## config.mk

```make
export PLATFORM = sky130hd
export DESIGN_NAME = lcd_cmd_rx
export DESIGN_NICKNAME = d
export VERILOG_FILES = /design/src/rtl/lcd_rx_pkg.sv /design/src/rtl/lcd_rx_sync.sv /design/src/rtl/lcd_rx_cmd.sv /design/src/rtl/lcd_cmd_rx.sv
export SDC_FILE = /design/constraint.sdc
export NUM_CORES = 1
export LEC_CHECK = 0
export ABC_AREA = 1
export BUFFER_PORTS_ARGS = -buffer_cell sky130_fd_sc_hd__buf_2
export CAP_MARGIN = 40
export CORE_MARGIN = 2
export CORE_UTILIZATION = 25
export CTS_CLUSTER_SIZE = 40
export DETAILED_ROUTE_END_ITERATION = 8
export PLACE_DENSITY_LB_ADDON = 0.2
export SLEW_MARGIN = 5
export SYNTH_ARGS = -nofsm -noshare
export SYNTH_HDL_FRONTEND = slang
export SYNTH_SLANG_ARGS = --single-unit
```

## constraint.sdc

```tcl
create_clock -name clk -period 1.2 [get_ports clk]
set_input_delay 0.18 -clock clk [delete_from_list [all_inputs] [get_ports clk]]
set_output_delay 0.18 -clock clk [all_outputs]
set_load 0.02 [all_outputs]
```

## src/rtl/lcd_rx_pkg.sv

```systemverilog
package lcd_rx_pkg;

    localparam int BYTE_W = 8;
    localparam int PTR_W  = 6;
    localparam int SUB_W  = 3;
    localparam int CNT_W  = $clog2(BYTE_W + 1);

    typedef enum logic [2:0] {
        ST_IDLE,
        ST_ADDR,
        ST_CMD,
        ST_DATA,
        ST_SKIP
    } rx_state_e;

    typedef enum logic [2:0] {
        CMD_PTR,
        CMD_MODE,
        CMD_DEV,
        CMD_BLINK,
        CMD_BANK,
        CMD_NONE
    } cmd_kind_e;

    typedef struct packed {
        logic             low_power;
        logic             display_on;
        logic             bias_half;
        logic [1:0]       drive_mode;
        logic [SUB_W-1:0] sub_counter;
        logic             bank_in;
        logic             bank_out;
        logic             blink_alt;
        logic [1:0]       blink_rate;
    } lcd_cfg_t;

    localparam lcd_cfg_t CFG_RESET = '{
        low_power:   1'b0,
        display_on:  1'b0,
        bias_half:   1'b0,
        drive_mode:  2'b11,
        sub_counter: '0,
        bank_in:     1'b0,
        bank_out:    1'b0,
        blink_alt:   1'b0,
        blink_rate:  2'b00
    };

    // Opcode fields sit in the seven bits below the continuation flag.
    function automatic cmd_kind_e classify(input logic [BYTE_W-2:0] b);
        if (!b[6])                  return CMD_PTR;
        else if (b[6:5] == 2'b10)   return CMD_MODE;
        else if (b[6:3] == 4'b1100) return CMD_DEV;
        else if (b[6:3] == 4'b1110) return CMD_BLINK;
        else if (b[6:2] == 5'b11110) return CMD_BANK;
        else                        return CMD_NONE;
    endfunction

endpackage

```

## src/rtl/lcd_rx_sync.sv

```systemverilog
module lcd_rx_sync #(
    parameter int STAGES = 2
) (
    input  logic clk,
    input  logic rst,
    input  logic scl_i,
    input  logic sda_i,
    output logic scl_s,
    output logic sda_s,
    output logic scl_rise,
    output logic scl_fall,
    output logic start_cond,
    output logic stop_cond
);
    logic [STAGES-1:0] scl_chain;
    logic [STAGES-1:0] sda_chain;
    logic              scl_d;
    logic              sda_d;

    generate
        if (STAGES == 1) begin : g_one
            always_ff @(posedge clk) begin
                if (rst) begin
                    scl_chain <= '1;
                    sda_chain <= '1;
                end else begin
                    scl_chain <= scl_i;
                    sda_chain <= sda_i;
                end
            end
        end else begin : g_many
            always_ff @(posedge clk) begin
                if (rst) begin
                    scl_chain <= '1;
                    sda_chain <= '1;
                end else begin
                    scl_chain <= {scl_chain[STAGES-2:0], scl_i};
                    sda_chain <= {sda_chain[STAGES-2:0], sda_i};
                end
            end
        end
    endgenerate

    always_ff @(posedge clk) begin
        if (rst) begin
            scl_d <= 1'b1;
            sda_d <= 1'b1;
        end else begin
            scl_d <= scl_chain[STAGES-1];
            sda_d <= sda_chain[STAGES-1];
        end
    end

    assign scl_s      = scl_chain[STAGES-1];
    assign sda_s      = sda_chain[STAGES-1];
    assign scl_rise   = scl_s & ~scl_d;
    assign scl_fall   = ~scl_s & scl_d;
    assign start_cond = scl_s & scl_d & sda_d & ~sda_s;
    assign stop_cond  = scl_s & scl_d & ~sda_d & sda_s;
endmodule

```

## src/rtl/lcd_rx_cmd.sv

```systemverilog
module lcd_rx_cmd
    import lcd_rx_pkg::*;
(
    input  logic              clk,
    input  logic              rst,
    input  logic              cmd_strobe,
    input  logic [BYTE_W-2:0] cmd_bits,
    output lcd_cfg_t          cfg,
    output logic              ptr_load,
    output logic [PTR_W-1:0]  ptr_value
);
    cmd_kind_e kind;
    assign kind = classify(cmd_bits);

    always_ff @(posedge clk) begin
        if (rst) begin
            cfg       <= CFG_RESET;
            ptr_load  <= 1'b0;
            ptr_value <= '0;
        end else begin
            ptr_load <= 1'b0;
            if (cmd_strobe) begin
                case (kind)
                    CMD_PTR: begin
                        ptr_load  <= 1'b1;
                        ptr_value <= cmd_bits[PTR_W-1:0];
                    end
                    CMD_MODE: begin
                        cfg.low_power  <= cmd_bits[4];
                        cfg.display_on <= cmd_bits[3];
                        cfg.bias_half  <= cmd_bits[2];
                        cfg.drive_mode <= cmd_bits[1:0];
                    end
                    CMD_DEV:   cfg.sub_counter <= cmd_bits[SUB_W-1:0];
                    CMD_BLINK: begin
                        cfg.blink_alt  <= cmd_bits[2];
                        cfg.blink_rate <= cmd_bits[1:0];
                    end
                    CMD_BANK: begin
                        cfg.bank_in  <= cmd_bits[1];
                        cfg.bank_out <= cmd_bits[0];
                    end
                    default: ;
                endcase
            end
        end
    end
endmodule

```

## src/rtl/lcd_cmd_rx.sv

```systemverilog
module lcd_cmd_rx
    import lcd_rx_pkg::*;
#(
    parameter logic [5:0] ADDR_PREFIX = 6'b011100,
    parameter int         SYNC_STAGES = 2
) (
    input  logic              clk,
    input  logic              rst,
    input  logic              scl_i,
    input  logic              sda_i,
    input  logic              addr_sel,
    input  logic [SUB_W-1:0]  hw_sub,
    input  logic              wr_accept,
    output logic              sda_pull_o,
    output logic              scl_pull_o,
    output logic              low_power,
    output logic              display_on,
    output logic              bias_half,
    output logic [1:0]        drive_mode,
    output logic [SUB_W-1:0]  sub_counter,
    output logic              bank_in,
    output logic              bank_out,
    output logic              blink_alt,
    output logic [1:0]        blink_rate,
    output logic              ptr_load,
    output logic [PTR_W-1:0]  ptr_value,
    output logic              wr_valid,
    output logic [BYTE_W-1:0] wr_data,
    output logic              wr_mine
);
    localparam logic [CNT_W-1:0] LAST_BIT = CNT_W'(BYTE_W);

    logic scl_s, sda_s, scl_rise, scl_fall, start_cond, stop_cond;

    lcd_rx_sync #(.STAGES(SYNC_STAGES)) u_sync (
        .clk        (clk),
        .rst        (rst),
        .scl_i      (scl_i),
        .sda_i      (sda_i),
        .scl_s      (scl_s),
        .sda_s      (sda_s),
        .scl_rise   (scl_rise),
        .scl_fall   (scl_fall),
        .start_cond (start_cond),
        .stop_cond  (stop_cond)
    );

    rx_state_e         state;
    logic [CNT_W-1:0]  bit_cnt;
    logic [BYTE_W-1:0] shreg;
    logic              ack_phase;
    logic              sda_pull;
    logic              stall;
    logic              cmd_strobe;
    lcd_cfg_t          cfg;
    logic              addr_hit;
    logic              mine;

    assign addr_hit = (shreg[BYTE_W-1:1] == {ADDR_PREFIX, addr_sel}) && !shreg[0];
    assign mine     = (cfg.sub_counter == hw_sub);

    always_ff @(posedge clk) begin
        if (rst) begin
            state      <= ST_IDLE;
            bit_cnt    <= '0;
            shreg      <= '0;
            ack_phase  <= 1'b0;
            sda_pull   <= 1'b0;
            stall      <= 1'b0;
            cmd_strobe <= 1'b0;
            wr_valid   <= 1'b0;
            wr_data    <= '0;
            wr_mine    <= 1'b0;
        end else begin
            cmd_strobe <= 1'b0;
            if (wr_valid && wr_accept)
                wr_valid <= 1'b0;

            if (start_cond || stop_cond) begin
                state     <= start_cond ? ST_ADDR : ST_IDLE;
                bit_cnt   <= '0;
                ack_phase <= 1'b0;
                sda_pull  <= 1'b0;
                stall     <= 1'b0;
            end else if (stall) begin
                // SCL is held low here; release once the slot frees up.
                if (!wr_valid || wr_accept) begin
                    wr_valid  <= 1'b1;
                    wr_data   <= shreg;
                    wr_mine   <= mine;
                    stall     <= 1'b0;
                    ack_phase <= 1'b1;
                    sda_pull  <= mine;
                end
            end else if (state != ST_IDLE) begin
                if (scl_rise && !ack_phase && bit_cnt < LAST_BIT) begin
                    shreg   <= {shreg[BYTE_W-2:0], sda_s};
                    bit_cnt <= bit_cnt + 1'b1;
                end else if (scl_fall) begin
                    if (ack_phase) begin
                        ack_phase <= 1'b0;
                        sda_pull  <= 1'b0;
                        bit_cnt   <= '0;
                    end else if (bit_cnt == LAST_BIT) begin
                        case (state)
                            ST_ADDR: begin
                                if (addr_hit) begin
                                    state     <= ST_CMD;
                                    ack_phase <= 1'b1;
                                    sda_pull  <= 1'b1;
                                end else begin
                                    state   <= ST_SKIP;
                                    bit_cnt <= '0;
                                end
                            end
                            ST_CMD: begin
                                cmd_strobe <= 1'b1;
                                ack_phase  <= 1'b1;
                                sda_pull   <= 1'b1;
                                if (!shreg[BYTE_W-1])
                                    state <= ST_DATA;
                            end
                            ST_DATA: begin
                                if (wr_valid && !wr_accept) begin
                                    stall <= 1'b1;
                                end else begin
                                    wr_valid  <= 1'b1;
                                    wr_data   <= shreg;
                                    wr_mine   <= mine;
                                    ack_phase <= 1'b1;
                                    sda_pull  <= mine;
                                end
                            end
                            default: bit_cnt <= '0;
                        endcase
                    end
                end
            end
        end
    end

    lcd_rx_cmd u_cmd (
        .clk        (clk),
        .rst        (rst),
        .cmd_strobe (cmd_strobe),
        .cmd_bits   (shreg[BYTE_W-2:0]),
        .cfg        (cfg),
        .ptr_load   (ptr_load),
        .ptr_value  (ptr_value)
    );

    assign sda_pull_o  = sda_pull;
    assign scl_pull_o  = stall;
    assign low_power   = cfg.low_power;
    assign display_on  = cfg.display_on;
    assign bias_half   = cfg.bias_half;
    assign drive_mode  = cfg.drive_mode;
    assign sub_counter = cfg.sub_counter;
    assign bank_in     = cfg.bank_in;
    assign bank_out    = cfg.bank_out;
    assign blink_alt   = cfg.blink_alt;
    assign blink_rate  = cfg.blink_rate;
endmodule

```

# == Yosys cells after proc, flatten, opt, wreduce, memory -nomap -nowiden ==
# Cells that the tools add are included.
# classes
bitwise_logic,17
n_eq_ne,26
mux,80
n_addsub,1
n_reduce_logical,40
magnitude_cmp,1
# op_table
cell,n
$mux 8,9
$mux 1,49
$mux 3,13
$mux 4,5
$reduce_and 8->1,2
$reduce_bool 2->1,8
$eq 3x2->1 const B,4
$eq 4x4->1 const B,3
$ne 4x4->1 const B,3
$reduce_bool 3->1,4
$not 1->1,10
$reduce_and 2->1,5
$reduce_and 9->1,1
$ne 2x1->1 const B,4
$pmux 4 s2,1
$reduce_and 4->1,2
$reduce_or 8->1,1
$and 1x1->1,7
$eq 7x6->1,1
$eq 3x1->1 const B,2
$ne 2x2->1 const B,3
$pmux 1 s3,2
$pmux 3 s2,1
$reduce_and 6->1,1
other kinds (14),24
# totals
elab_cells,190
inputBits,9
register_bits,55

# == Longest topological paths before layout ==
# logic_depth
ltp_word,11
depth_mapped,12
mapped_depth_nobuf,12

# == By module ==
# Synthesis repeated with hierarchy kept, for this count alone.
# unflattened
hier_cells,327
area_unflattened_um2,2397.3
# modules_own_cells
module,seq_area_each_um2,instances,cells_each,area_each_um2
lcd_cmd_rx,580.6,1,200,1425.1
lcd_rx_cmd,400.4,1,103,774.5
lcd_rx_sync,120.1,1,24,197.7

# == Worst setup path before layout ==
# OpenSTA, ideal clock, no wires.
# synth_timing
path_kind,flip-flop to flip-flop
start,register stall (netlist: scl_pull_o)
end,register wr_data[4]
t_arrival_ns,1.249
slack_ns,-0.165
stages_incl_launch_ff,8
path_buffers,0
required_time_ns,1.084
path_cell_list,dfxtp_1 -> inv_2 -> nand2_2 -> nand2_2 -> nor3_4 -> nand2_4 -> o21ai_0 -> nor2_1
# synth_between
elab_chain_cells,2
word_cells_on_any_way,10
# synth_rtl
item,line_no,text
from (decl),lcd_cmd_rx.sv:53,logic stall;
from (signal assigned),lcd_cmd_rx.sv:69,stall <= 1'b0;
from (signal assigned),lcd_cmd_rx.sv:84,stall <= 1'b0;
from (signal assigned),lcd_cmd_rx.sv:91,stall <= 1'b0;
"$ne 2x1->1 (no line), or another cell as far along",n/a,
$reduce_and 9->1 (no line),n/a,
to (signal assigned),lcd_cmd_rx.sv:89,wr_data <= shreg;
to (signal assigned),lcd_cmd_rx.sv:128,wr_data <= shreg;
to (decl),lcd_cmd_rx.sv:28,"output logic [BYTE_W-1:0] wr_data,"
# Several ways; a longest one is shown, not always the timed one.
# A chain may end at the register's enable or synchronous reset.

# == Worst setup path in the final report ==
# layout_timing
start,register bit_cnt[1]
end,register state[0]
# layout_between
elab_chain_cells,4
word_cells_on_any_way,6
# layout_rtl
item,line_no,text
from (decl),lcd_cmd_rx.sv:49,logic [CNT_W-1:0] bit_cnt;
from (signal assigned),lcd_cmd_rx.sv:98,bit_cnt <= bit_cnt + 1'b1;
$lt 4x4->1,lcd_cmd_rx.sv:96,if (scl_rise && !ack_phase && bit_cnt < LAST_BIT) begin
$logic_and 1x1->1,lcd_cmd_rx.sv:96,
$ne 2x2->1 (no line),n/a,
$reduce_and 8->1 (no line) (*),n/a,
to (signal assigned),lcd_cmd_rx.sv:80,state <= start_cond ? ST_ADDR : ST_IDLE;
to (decl),lcd_cmd_rx.sv:48,rx_state_e state;
# Every way passes the cells marked *; elsewhere a longest branch is shown, timed or not.

==> summary.md <==
| Metric | Value |
|---|---|
| Syn_nets | `327` |
| P_int | `2542 uW` |
| Ys async rst share | `0%` |
| Crit share post-route | `117.2%` |
| Required time worst endpoint | `1460 ps` |
| Met3 Use GR | `1.710%` |
| Switching power | `764.6 uW` |
| Vias | `2283` |
| CTS root buffer | `clkbuf_8` |
| Slew headroom | `81.55%` |
| Dpl ws | `-214.5 ps` |
| Lkg Pwr | `0.001606 uW` |
| Status | `finished, violations left` |
| Final hold vios | `0` |
| # H-tree levels | `2` |
| Clock buffer depth | `2` |
| Syn Area/Cell | `7.582 um^2` |
| GRT Util Overall | `12.67%` |
| Max-cap violations | `0` |
| DRC | `0` |
| Critical path class | `reg2reg` |
| Fin cells | `539` |
| Die Width | `101.9 um` |
| Hold Path Class | `in2reg` |
| Yosys warning count | `0` |
| Via density | `4.236` |
| Cell taking the most area after synthesis | `dfxtp_1` |
| Final GP Congestion | `0.8449` |
| Final Setup Violations | `19` |
| Residual antenna-violating net count after detailed routing | `0` |
| Hold path start | `sda_i` |
| Setup Skew | `12.81 ps` |
| Fin worst setup slack | `-206.8 ps` |
| Violated checks | `setup timing` |
| TritonCTS clock tree | `built` |
| Pwr dens | `959.3 nW/um^2` |
| Synth top area share | `45.95%` |
| # diodes | `0` |
| Initial DRC count | `78` |
| Filler cells | `1035` |
| CTS Buf Count | `5` |
| R2R Setup Slk | `-210 ps` |
| CP endpoint kind | `register` |
| Top post-synthesis cells by area | `dfxtp_1 46%, nor2_1 8.1%, nand2_1 6.7%` |
| Highest ir drop seen on vdd | `415.4 uV` |
| FP Rows | `35` |
| Worst reg-to-reg path cell count | `10` |
| Net Sw Frac | `23.12%` |
| WL per Instance | `11.85 um` |
| Placed wire-length estimate | `4448 um` |
| Fmax | `0.7108 GHz` |
| Multi-input gate area | `1256 um^2` |
| Sequential share of the synthesized area | `45.95%` |
| Vias in the first global route | `2156` |
| Flip-flop and latch count after synthesis | `55` |
| Worst reg2reg path startpoint | `bit_cnt[1]` |
| Hold path endpoint | `u_sync.sda_chain[0]` |
| Syn Inst Count | `316` |
| Die area | `10380 um^2` |
| Placed Cells incl. Taps | `526` |
| Clock power frac | `38.5%` |
| Met1 Resource Use GR | `18.35%` |
| Io pins | `41` |
| Register area | `1129 um^2` |
| Synth unique cells | `32` |
| Initial Utilization | `25.81%` |
| Reg power frac | `55.6%` |
| Clock sinks | `55` |
| Top-count cell post-synth | `dfxtp_1` |
| Met2 Track Usage GR | `19.38%` |
| Routed wire length | `6389 um` |
| Placed inst area | `3104 um^2` |
| Final core occ | `37.13%` |
| Comb power frac | `5.9%` |
| Layout cells sized above 1 | `46.10%` |
| Global-route wire length before repair | `10360 um` |
| Startpoint types | `register` |
| Worst-path clk slew | `90 ps` |
| Fin crit period | `1407 ps` |
| Area grow syn2layout | `43.86%` |
| Clock Latency Late Sink | `320 ps` |
| Post-synth EDFFs | `0` |
| Total grt overflow | `0` |
| Worst hold margin | `47.10 ps` |
| Port Buffers | `40` |
| RSZ-0062 raised after global routing | `true` |
| Most common flop cell mapped by yosys | `dfxtp_1` |
| Hold depth | `2` |
| Nets | `421` |
| Finished Cell Area | `3447 um^2` |
| Max-slew violation count | `0` |
| Commonest cells post-synth | `55 x dfxtp_1, 52 x nor2_1, 43 x nand2_1, 31 x o21ai_0, 30 x inv_1` |
| R2R Path End | `state[0]` |
| GR peak layer | `met2` |
| Chip Height | `101.9 um` |
| Worst Path Max Fanout | `4` |
| Crit path DAT | `1660 ps` |
| Initial DRT Pass Iterations | `4` |
| Largest net degree at the start of global routing | `37` |
| Core area | `9284 um^2` |
| Worst slew pin tran | `275.7 ps` |
| Post-Synthesis Cell Area | `2396 um^2` |
| Initial antenna violation count | `0` |
cells by family (layout without fill, tap and decap cells):
logic type	count (synthesis)	in the layout	synth area share, %
simple gates	145	146	28.93
compound gates	64	64	14.26
flops	55	55	45.95
buf+inv	46	139	8.355
xor+xnor	4	4	1.462
fa+ha+maj	2	2	1.044
timing repair:
action | in CTS | in global routing
gates resized for setup | 17 | 57
cloned | 1 | 2
setup endpoints to repair | 29 | 41
hold endpoints to repair | 0 | 0
hold buffers | 0 | 0
setup buffers | 1 | 2
pin swaps | 9 | 24
layout make-up:
cell class                 count  share of cell area, %
clock buffer                   5                  1.996
clock inverter                 2                  1.198
inverter                      38                  4.501
multi-input combinational    216                  36.44
sequential                    55                  32.74
tap                          129                  4.682
timing repair buffer          93                  18.26
timing repair inverter         1                 0.1815
critical path: stages (launching register included):
cell,delay [ps]
dfxtp_2,330
inv_2,70
ha_4,140
nand2_4,50
nor2_4,130
buf_4,130
nand4_1,160
nand2b_1,200
nand3_1,60
nand2_1,50
inv_1,40
how the worst max path moves through the flow:
| stage | from | endpoint | slack (ps) | depth (start not counted) |
|---|---|---|---|---|
| after floorplan | bit_cnt[1] | wr_data[4] | -100 | 9 |
| after global placement | bit_cnt[1] | wr_data[2] | -190 | 9 |
| after detailed placement | bit_cnt[1] | wr_data[2] | -210 | 9 |
| after CTS | bit_cnt[1] | wr_data[4] | -210 | 9 |
| after global routing | bit_cnt[1] | state[0] | -320 | 10 |
| final | bit_cnt[1] | state[0] | -210 | 10 |
stage by stage:
step | total power [uW] | TNS [ps]
after floorplan | 1980 | -1114
after global placement | 2060 | -3082
after detailed placement | 2062 | -3375
after CTS | 3345 | -3220
after global routing | 3459 | -5958
final | 3307 | -3034
power by group through the flow:
stage | clock (uW) | combinational (uW) | sequential [uW]
floorplan | 0 | 95.6 | 1880
global placement | 0 | 176 | 1880
detailed placement | 0 | 177 | 1880
CTS | 1320 | 183 | 1840
global route | 1400 | 219 | 1840
finish | 1270 | 197 | 1840
cell usage in the layout, fill, tap and decap left out, types with 6 or more instances in the layout:
cell type  count
o21ai_1       11
buf_2         40
nor2_1        43
buf_4         47
nand2_2       11
nor2_4         6
o21ai_0       16
a21oi_1       22
nor2_2         9
nand3_1       19
nand2_1       36
inv_1         21
inv_2         14
dfxtp_2       13
dfxtp_1       39
routing by layer:
metal | up-vias | part of all wire, %
met5 | - | 0
met4 | 0 | 1.0
met3 | 5 | 2.9
met2 | 36 | 46
met1 | 1027 | 50
li1 | 1215 | -
sequential cells by signal (all words and copies together), names as in the netlist:
register / cells
ack_phase: 1
bit_cnt: 4
cmd_strobe: 1
scl_pull_o: 1
sda_pull_o: 1
shreg: 8
state: 3
u_cmd.cfg: 13
u_cmd.ptr_load: 1
u_cmd.ptr_value: 6
u_sync.scl_chain: 2
u_sync.scl_d: 1
u_sync.sda_chain: 2
u_sync.sda_d: 1
wr_data: 8
wr_mine: 1
wr_valid: 1
(Power assumes the default switching activity.)
